--- config.mk ---
export PLATFORM = sky130hd
export DESIGN_NAME = dark_offset_sub
export DESIGN_NICKNAME = d
export VERILOG_FILES = /design/src/rtl/dark_offset_pkg.sv /design/src/rtl/dark_offset_ctrl.sv /design/src/rtl/dark_offset_dp.sv /design/src/rtl/dark_offset_sub.sv
export SDC_FILE = /design/constraint.sdc
export NUM_CORES = 1
export LEC_CHECK = 0
export BUFFER_PORTS_ARGS = -buffer_cell sky130_fd_sc_hd__buf_2
export CAP_MARGIN = 30
export CORE_UTILIZATION = 35
export CTS_CLUSTER_DIAMETER = 80
export DETAILED_ROUTE_END_ITERATION = 10
export GPL_ROUTABILITY_DRIVEN = 0
export MAX_ROUTING_LAYER = met4
export PLACE_DENSITY_LB_ADDON = 0.2
export REMOVE_ABC_BUFFERS = 1
export SYNTH_ARGS = -nofsm -noshare
export SYNTH_HDL_FRONTEND = slang
export SYNTH_SLANG_ARGS = --single-unit
export TNS_END_PERCENT = 10
--- constraint.sdc ---
create_clock -name clk -period 6.8 [get_ports clk]
set_clock_uncertainty 0.2 [all_clocks]
set_input_delay 0.34 -clock clk [delete_from_list [all_inputs] [get_ports clk]]
set_output_delay 0.34 -clock clk [all_outputs]
set_load 0.01 [all_outputs]
--- src/rtl/dark_offset_pkg.sv ---
package dark_offset_pkg;

  localparam int NUM_CH = 4;

  // strobes from control to datapath, one set per input cycle
  typedef struct packed {
    logic       keep;        // pixel is delivered (valid and not dark)
    logic       sof;         // delivered pixel carries the rebuilt frame start
    logic       eol;         // delivered pixel ends a line
    logic       measure;     // integration running for this pixel
    logic       dark;        // pixel lies in the dark band
    logic [1:0] ch;          // colour channel of this pixel
    logic       frameStart;  // valid pixel with inSof
    logic       restart;     // accumulators start over with this pixel
    logic       publish;     // accumulators turn into offsets now
    logic       disabled;    // block switched off
  } ctrlStrb_t;

endpackage

--- src/rtl/dark_offset_ctrl.sv ---
module dark_offset_ctrl
  import dark_offset_pkg::*;
#(
  parameter int ROW_W        = 11,
  parameter int INT_LOG2_MAX = 7,
  localparam int INT_SEL_W   = $clog2(INT_LOG2_MAX + 1),
  localparam int FRM_W       = INT_LOG2_MAX + 1
) (
  input  logic                 clk,
  input  logic                 rst_n,
  input  logic                 inValid,
  input  logic                 inSof,
  input  logic                 inEol,
  input  logic                 cfgEnable,
  input  logic [1:0]           cfgPhase,
  input  logic [ROW_W-1:0]     cfgDarkStart,
  input  logic [ROW_W-1:0]     cfgDarkCount,
  input  logic [INT_SEL_W-1:0] cfgIntLog2,
  output ctrlStrb_t            strb
);

  logic [ROW_W-1:0] rowCnt, rowCur;
  logic             colPar, colCur;
  logic [ROW_W:0]   darkEnd;
  logic             isDark, frameStart, sofPending;
  logic             armed, publish;
  logic [FRM_W-1:0] framesDone, framesNext, target;

  // position of the current pixel; inSof forces row and column to zero
  assign rowCur = inSof ? '0 : rowCnt;
  assign colCur = inSof ? 1'b0 : colPar;

  assign darkEnd = {1'b0, cfgDarkStart} + {1'b0, cfgDarkCount};
  assign isDark  = ({1'b0, rowCur} >= {1'b0, cfgDarkStart}) && ({1'b0, rowCur} < darkEnd);

  assign frameStart = inValid & inSof;
  assign target     = FRM_W'(1) << cfgIntLog2;
  assign framesNext = framesDone + FRM_W'(1);
  assign publish    = frameStart & cfgEnable & armed & (framesNext == target);

  always_ff @(posedge clk) begin
    if (!rst_n) begin
      rowCnt <= '0;
      colPar <= 1'b0;
    end else if (inValid) begin
      if (inEol) begin
        rowCnt <= rowCur + ROW_W'(1);
        colPar <= 1'b0;
      end else begin
        rowCnt <= rowCur;
        colPar <= ~colCur;
      end
    end
  end

  // frame start of the delivered stream waits for the first non-dark pixel
  always_ff @(posedge clk) begin
    if (!rst_n) begin
      sofPending <= 1'b0;
    end else if (inValid && !isDark) begin
      sofPending <= 1'b0;
    end else if (frameStart) begin
      sofPending <= 1'b1;
    end
  end

  // integration period bookkeeping in frames
  always_ff @(posedge clk) begin
    if (!rst_n || !cfgEnable) begin
      armed      <= 1'b0;
      framesDone <= '0;
    end else if (frameStart) begin
      if (!armed) begin
        armed      <= 1'b1;
        framesDone <= '0;
      end else if (publish) begin
        framesDone <= '0;
      end else begin
        framesDone <= framesNext;
      end
    end
  end

  always_comb begin
    strb            = '0;
    strb.keep       = inValid & ~isDark;
    strb.sof        = inValid & ~isDark & (inSof | sofPending);
    strb.eol        = inValid & ~isDark & inEol;
    strb.measure    = inValid & cfgEnable & (armed | frameStart);
    strb.dark       = isDark;
    strb.ch         = cfgPhase ^ {rowCur[0], colCur};
    strb.frameStart = frameStart;
    strb.restart    = frameStart & cfgEnable & (~armed | publish);
    strb.publish    = publish;
    strb.disabled   = ~cfgEnable;
  end

endmodule

--- src/rtl/dark_offset_dp.sv ---
module dark_offset_dp
  import dark_offset_pkg::*;
#(
  parameter int PIX_W        = 12,
  parameter int INT_LOG2_MAX = 7,
  parameter int WIN_LOG2_MAX = 8,
  localparam int INT_SEL_W   = $clog2(INT_LOG2_MAX + 1),
  localparam int WIN_SEL_W   = $clog2(WIN_LOG2_MAX + 1),
  localparam int ACC_W       = PIX_W + INT_LOG2_MAX + WIN_LOG2_MAX,
  localparam int CNT_W       = WIN_LOG2_MAX + 1,
  localparam int SH_W        = ((INT_SEL_W > WIN_SEL_W) ? INT_SEL_W : WIN_SEL_W) + 1
) (
  input  logic                      clk,
  input  logic                      rst_n,
  input  ctrlStrb_t                 strb,
  input  logic [PIX_W-1:0]          inData,
  input  logic [INT_SEL_W-1:0]      cfgIntLog2,
  input  logic [WIN_SEL_W-1:0]      cfgWinLog2,
  output logic                      outValid,
  output logic                      outSof,
  output logic                      outEol,
  output logic [PIX_W-1:0]          outData,
  output logic [NUM_CH*PIX_W-1:0]   offsetsOut
);

  logic [NUM_CH-1:0][PIX_W-1:0] offVec, newVec;
  logic [SH_W-1:0]              shiftAmt;
  logic [CNT_W-1:0]             windowSize;
  logic [PIX_W-1:0]             chosenOff, clipped;
  logic [PIX_W:0]               diff;

  assign shiftAmt   = SH_W'(cfgIntLog2) + SH_W'(cfgWinLog2);
  assign windowSize = CNT_W'(1) << cfgWinLog2;

  for (genvar g = 0; g < NUM_CH; g++) begin : gCh
    logic [CNT_W-1:0] sampCnt;
    logic [ACC_W-1:0] acc;
    logic [PIX_W-1:0] offReg;
    logic             take;

    // a new frame empties the window, so its first sample is always taken
    assign take = strb.measure & strb.dark & (strb.ch == 2'(g)) &
                  (strb.frameStart | (sampCnt < windowSize));

    always_ff @(posedge clk) begin
      if (!rst_n || strb.disabled) begin
        sampCnt <= '0;
        acc     <= '0;
        offReg  <= '0;
      end else begin
        if (strb.frameStart) begin
          sampCnt <= take ? CNT_W'(1) : '0;
        end else if (take) begin
          sampCnt <= sampCnt + CNT_W'(1);
        end
        if (strb.restart) begin
          acc <= take ? ACC_W'(inData) : '0;
        end else if (take) begin
          acc <= acc + ACC_W'(inData);
        end
        if (strb.publish) begin
          offReg <= newVec[g];
        end
      end
    end

    assign newVec[g] = PIX_W'(acc >> shiftAmt);
    assign offVec[g] = offReg;
  end

  assign offsetsOut = offVec;

  // a set published on this pixel already corrects it
  assign chosenOff = strb.publish ? newVec[strb.ch] : offVec[strb.ch];
  assign diff      = {1'b0, inData} - {1'b0, chosenOff};
  assign clipped   = diff[PIX_W] ? '0 : diff[PIX_W-1:0];

  always_ff @(posedge clk) begin
    if (!rst_n) begin
      outValid <= 1'b0;
      outSof   <= 1'b0;
      outEol   <= 1'b0;
      outData  <= '0;
    end else begin
      outValid <= strb.keep;
      outSof   <= strb.sof;
      outEol   <= strb.eol;
      outData  <= strb.keep ? clipped : '0;
    end
  end

endmodule

--- src/rtl/dark_offset_sub.sv ---
module dark_offset_sub
  import dark_offset_pkg::*;
#(
  parameter int PIX_W        = 12,
  parameter int ROW_W        = 11,
  parameter int INT_LOG2_MAX = 7,
  parameter int WIN_LOG2_MAX = 8,
  localparam int INT_SEL_W   = $clog2(INT_LOG2_MAX + 1),
  localparam int WIN_SEL_W   = $clog2(WIN_LOG2_MAX + 1)
) (
  input  logic                    clk,
  input  logic                    rst_n,
  input  logic                    inValid,
  input  logic                    inSof,
  input  logic                    inEol,
  input  logic [PIX_W-1:0]        inData,
  input  logic                    cfgEnable,
  input  logic [1:0]              cfgPhase,
  input  logic [ROW_W-1:0]        cfgDarkStart,
  input  logic [ROW_W-1:0]        cfgDarkCount,
  input  logic [INT_SEL_W-1:0]    cfgIntLog2,
  input  logic [WIN_SEL_W-1:0]    cfgWinLog2,
  output logic                    outValid,
  output logic                    outSof,
  output logic                    outEol,
  output logic [PIX_W-1:0]        outData,
  output logic [4*PIX_W-1:0]      offsetsOut
);

  ctrlStrb_t strb;

  dark_offset_ctrl #(
    .ROW_W        (ROW_W),
    .INT_LOG2_MAX (INT_LOG2_MAX)
  ) u_ctrl (
    .clk          (clk),
    .rst_n        (rst_n),
    .inValid      (inValid),
    .inSof        (inSof),
    .inEol        (inEol),
    .cfgEnable    (cfgEnable),
    .cfgPhase     (cfgPhase),
    .cfgDarkStart (cfgDarkStart),
    .cfgDarkCount (cfgDarkCount),
    .cfgIntLog2   (cfgIntLog2),
    .strb         (strb)
  );

  dark_offset_dp #(
    .PIX_W        (PIX_W),
    .INT_LOG2_MAX (INT_LOG2_MAX),
    .WIN_LOG2_MAX (WIN_LOG2_MAX)
  ) u_dp (
    .clk        (clk),
    .rst_n      (rst_n),
    .strb       (strb),
    .inData     (inData),
    .cfgIntLog2 (cfgIntLog2),
    .cfgWinLog2 (cfgWinLog2),
    .outValid   (outValid),
    .outSof     (outSof),
    .outEol     (outEol),
    .outData    (outData),
    .offsetsOut (offsetsOut)
  );

endmodule

==> metrics.txt <==
Mean Syn Cell Area 8.406 sq um; area grow syn2layout 13.83%; Ys Warns 0; synth unique cells 80; TritonRoute pass-1 iters 7; Worst Path Arrival 6.31 ns; vias in the first global route 18160; Hold Crit Class input pin to flip-flop; Final period util 88.25%; post-route insts no fill 3169; vias per inst 5.983; Cell Area, Synth 0.01957 sq mm; EDFF count, synth 0; worst skew pair latency 0.61 ns; ys flop type dfxtp_1; clock sink count 229; initial antenna violation count 0; TritonCTS Buffers 31; DR iter-0 viols 1478; GRT Total Usage 24.02%; Ports 112; Crit Path Max Fanout 39; total power 3.810 mW; H-tree Lvls 1; fillers 5584; share of cells above drive strength 1 16.85%; Yosys reg bits 229; Rel. slew slack 32.73%; Worst VDD drop 167.8 uV; outcome finished, final reports clean; largest net degree at the start of global routing 68; clk slew on worst S/H paths 0.06 ns; Reg area 0.004584 sq mm; nets 2585; pwr dens 171.0 mW/mm^2; crit end category flip-flop; hpwl dp 50970 microns; Final Hold Vio Count 0; Post-synth ARST share 0%; top-area cell type share of the netlist area 23.43%; Mapped Cells 2328; Routed Antenna Nets 0; Slew Viols, Final 0; Die X-Extent 238.5 microns; CTS tree done; Routed wire per std cell 21.21 microns; crit path time final 6.001 ns; Ant. Diodes 0; first-pass GRT wire length 105200 microns; # rows 86; Post-CTS Setup Bufs 0; # port buffers 111; Setup crit start kind input pin; Root Buffer Master clkbuf_16; Max Cap Violations 0; Inst Count DP 3096; critical path class input pin to flip-flop; Vias 18960; FMAX 166.6 MHz; Worst Tran Pin Value 1.002 ns; Die Ht 238.5 microns; gr ovfl total 0; Area contributors post-synth dfxtp_1, mux4_2, ha_1; clock buffer depth 3; endpoints failing setup 0; Resized cells post-CTS 0; core area 0.05520 sq mm; routed wire length 67230 microns; setup_tns 0 ns; die footprint 0.05686 sq mm; unrepaired setup endpoints after global routing false; area occupied by multi-input gates 0.01428 sq mm; Starting Density 35.45%; register area share after synthesis 23.43%; final routed DRC violation total 0; leakage 8.466 nW; largest area contributor in the netlist dfxtp_1; Crit path required time 7.11 ns
## layout by cell type (no fill, tap or decap), types with 13 or more instances in the layout
master,instances
or3_1,38
a21o_1,20
xor2_1,60
nor2b_1,35
or4_1,17
inv_1,53
buf_2,112
a211oi_1,24
nor3_1,47
nand2_1,241
o211ai_1,16
o31ai_1,18
and3_1,34
a32oi_1,15
nand2b_1,16
and2_1,19
buf_4,56
nand4_1,59
xnor2_1,49
o21ai_0,125
mux2i_1,77
mux4_2,103
o22ai_1,16
nor4_1,13
clkbuf_16,31
nor2_1,202
nand3_1,97
dfxtp_1,229
o21a_1,25
a21oi_1,162
a31oi_1,18
mux2_2,38
dlygate4sd3_1,15
o2bb2ai_1,24
ha_1,132
## flip-flops by register name (all words and copies together) (netlist names)
| signal | cells |
|---|---|
| u_dp.outSof | 1 |
| u_ctrl.rowCnt | 11 |
| u_dp.gCh.sampCnt | 36 |
| u_dp.gCh.offReg | 48 |
| u_ctrl.colPar | 1 |
| u_dp.outEol | 1 |
| u_dp.gCh.acc | 108 |
| u_ctrl.framesDone | 8 |
| u_dp.outData | 12 |
| u_dp.outValid | 1 |
| u_ctrl.armed | 1 |
| u_ctrl.sofPending | 1 |
## area by class of cell
type / instances / area share (%)
multi-input combinational: 1895 / 64.12
sequential: 229 / 20.58
timing repair buffer: 186 / 5.347
tap: 748 / 4.202
clock buffer: 38 / 3.780
clock inverter: 20 / 1.073
inverter: 53 / 0.8931
## critical path, cell delays in order
cell and delay, ns:
buf_2 0.16, ha_4 0.18, fa_4 1.16, buf_4 0.30, mux4_2 0.33, mux2i_1 0.16, o22ai_1 0.12, o21ai_0 0.62
nor2_1 0.08, a21oi_1 0.20, o21ai_0 0.17, fa_1 0.43, nor2b_1 0.16, o21ai_0 0.11, a21boi_0 0.31, o211ai_1 0.14
a21oi_1 0.21, nor4b_1 0.08, or4_1 0.73, nor3b_1 0.26
## report_power, final
group	total [mW]	leakage (nW)	switching [mW]	internal (mW)
clock network	1.73	0.533	0.691	1.04
logic	0.731	6.09	0.470	0.261
registers	1.35	1.85	0.00190	1.35
## synth_stat cells (5+ instances only)
cell type  count
o21ai_0      125
a311oi_1       7
nor3b_1        5
and3_1        34
o21a_1        25
nor3_1        49
nor4_1        13
and2_1        19
nor2b_1       35
a211oi_1      24
o22ai_1       16
clkbuf_1      90
or2_2         11
buf_1          9
xor2_1        63
mux2_2        38
a21boi_0      11
and4_1        10
a211o_1        6
a32oi_1       15
nand3_1       97
inv_1         53
fa_1           7
mux2i_1       77
buf_2         47
a21o_1        20
nor2_1       203
o31a_1         6
a22oi_1        8
o31ai_1       18
ha_1         133
or4_1         17
mux4_2       103
dfxtp_1      229
a31oi_1       18
or3_1         38
xnor2_1       51
o2bb2ai_1     24
nand4_1       59
nand2b_1      16
nand2_1      243
a21oi_1      162
nand4b_1       6
o211ai_1      16
## path summary, 6_finish.rpt
| kind | endpoint | from | depth (start not counted) | slack [ns] |
|---|---|---|---|---|
| worst max-delay path | u_dp.outData[3]$_SDFF_PP0_ | cfgIntLog2[0] | 20 | 0.80 |
| worst min-delay path | u_dp.gCh[1].acc[4]$_SDFFE_PP0P_ | inData[4] | 3 | 0.07 |
| worst max register to register | u_dp.outData[3]$_SDFF_PP0_ | u_ctrl.framesDone[5]$_SDFFE_PP0P_ | 16 | 1.13 |
| worst min register to register | u_dp.gCh[1].offReg[5]$_SDFFE_PP0N_ | u_dp.gCh[1].offReg[5]$_SDFFE_PP0N_ | 2 | 0.27 |
## routing by layer
layer  part of all wire (%)  GRT usage (%)  vias to the layer above
li1                       -              -                     8861
met1                     44          31.29                     9256
met2                     46          38.32                      711
met3                    6.6          3.043                      131
met4                    3.5          8.256                        0
met5                      0              -                        -
## what timing repair did
item                                    4_1_cts  5_1_grt
endpoints found under the setup margin        0        0
hold buffers                                 15        0
hold endpoints to repair                     31        0
## per-stage QoR
stage / area [sq um] / util (%) / setup WS [ns] / hold slack, ns
after detailed placement: 21040 / 38.12 / 0.3634 / 0.2634
after global placement: 21040 / 38.11 / 0.4293 / 0.2542
after global routing: 22280 / 40.35 / 0.5545 / 0.07561
final: 22280 / 40.35 / 0.7990 / 0.06525
after floorplan: 18920 / - / -1.736 / 0.2294
after CTS: 22280 / 40.35 / 0.9664 / 0.03559
## logic make-up after synthesis
logic type / after synthesis / share of synthesized area, %
AND/OR/NAND/NOR: 869 / 21.70
flip-flops: 229 / 23.43
XOR/XNOR: 114 / 5.102
buffers and inverters: 204 / 4.329
AO/OA/AOI/OAI: 554 / 18.24
multiplexers: 218 / 17.98
adder cells (fa/ha/maj): 140 / 9.220
No activity file was read; power rests on OpenSTA's default activity.
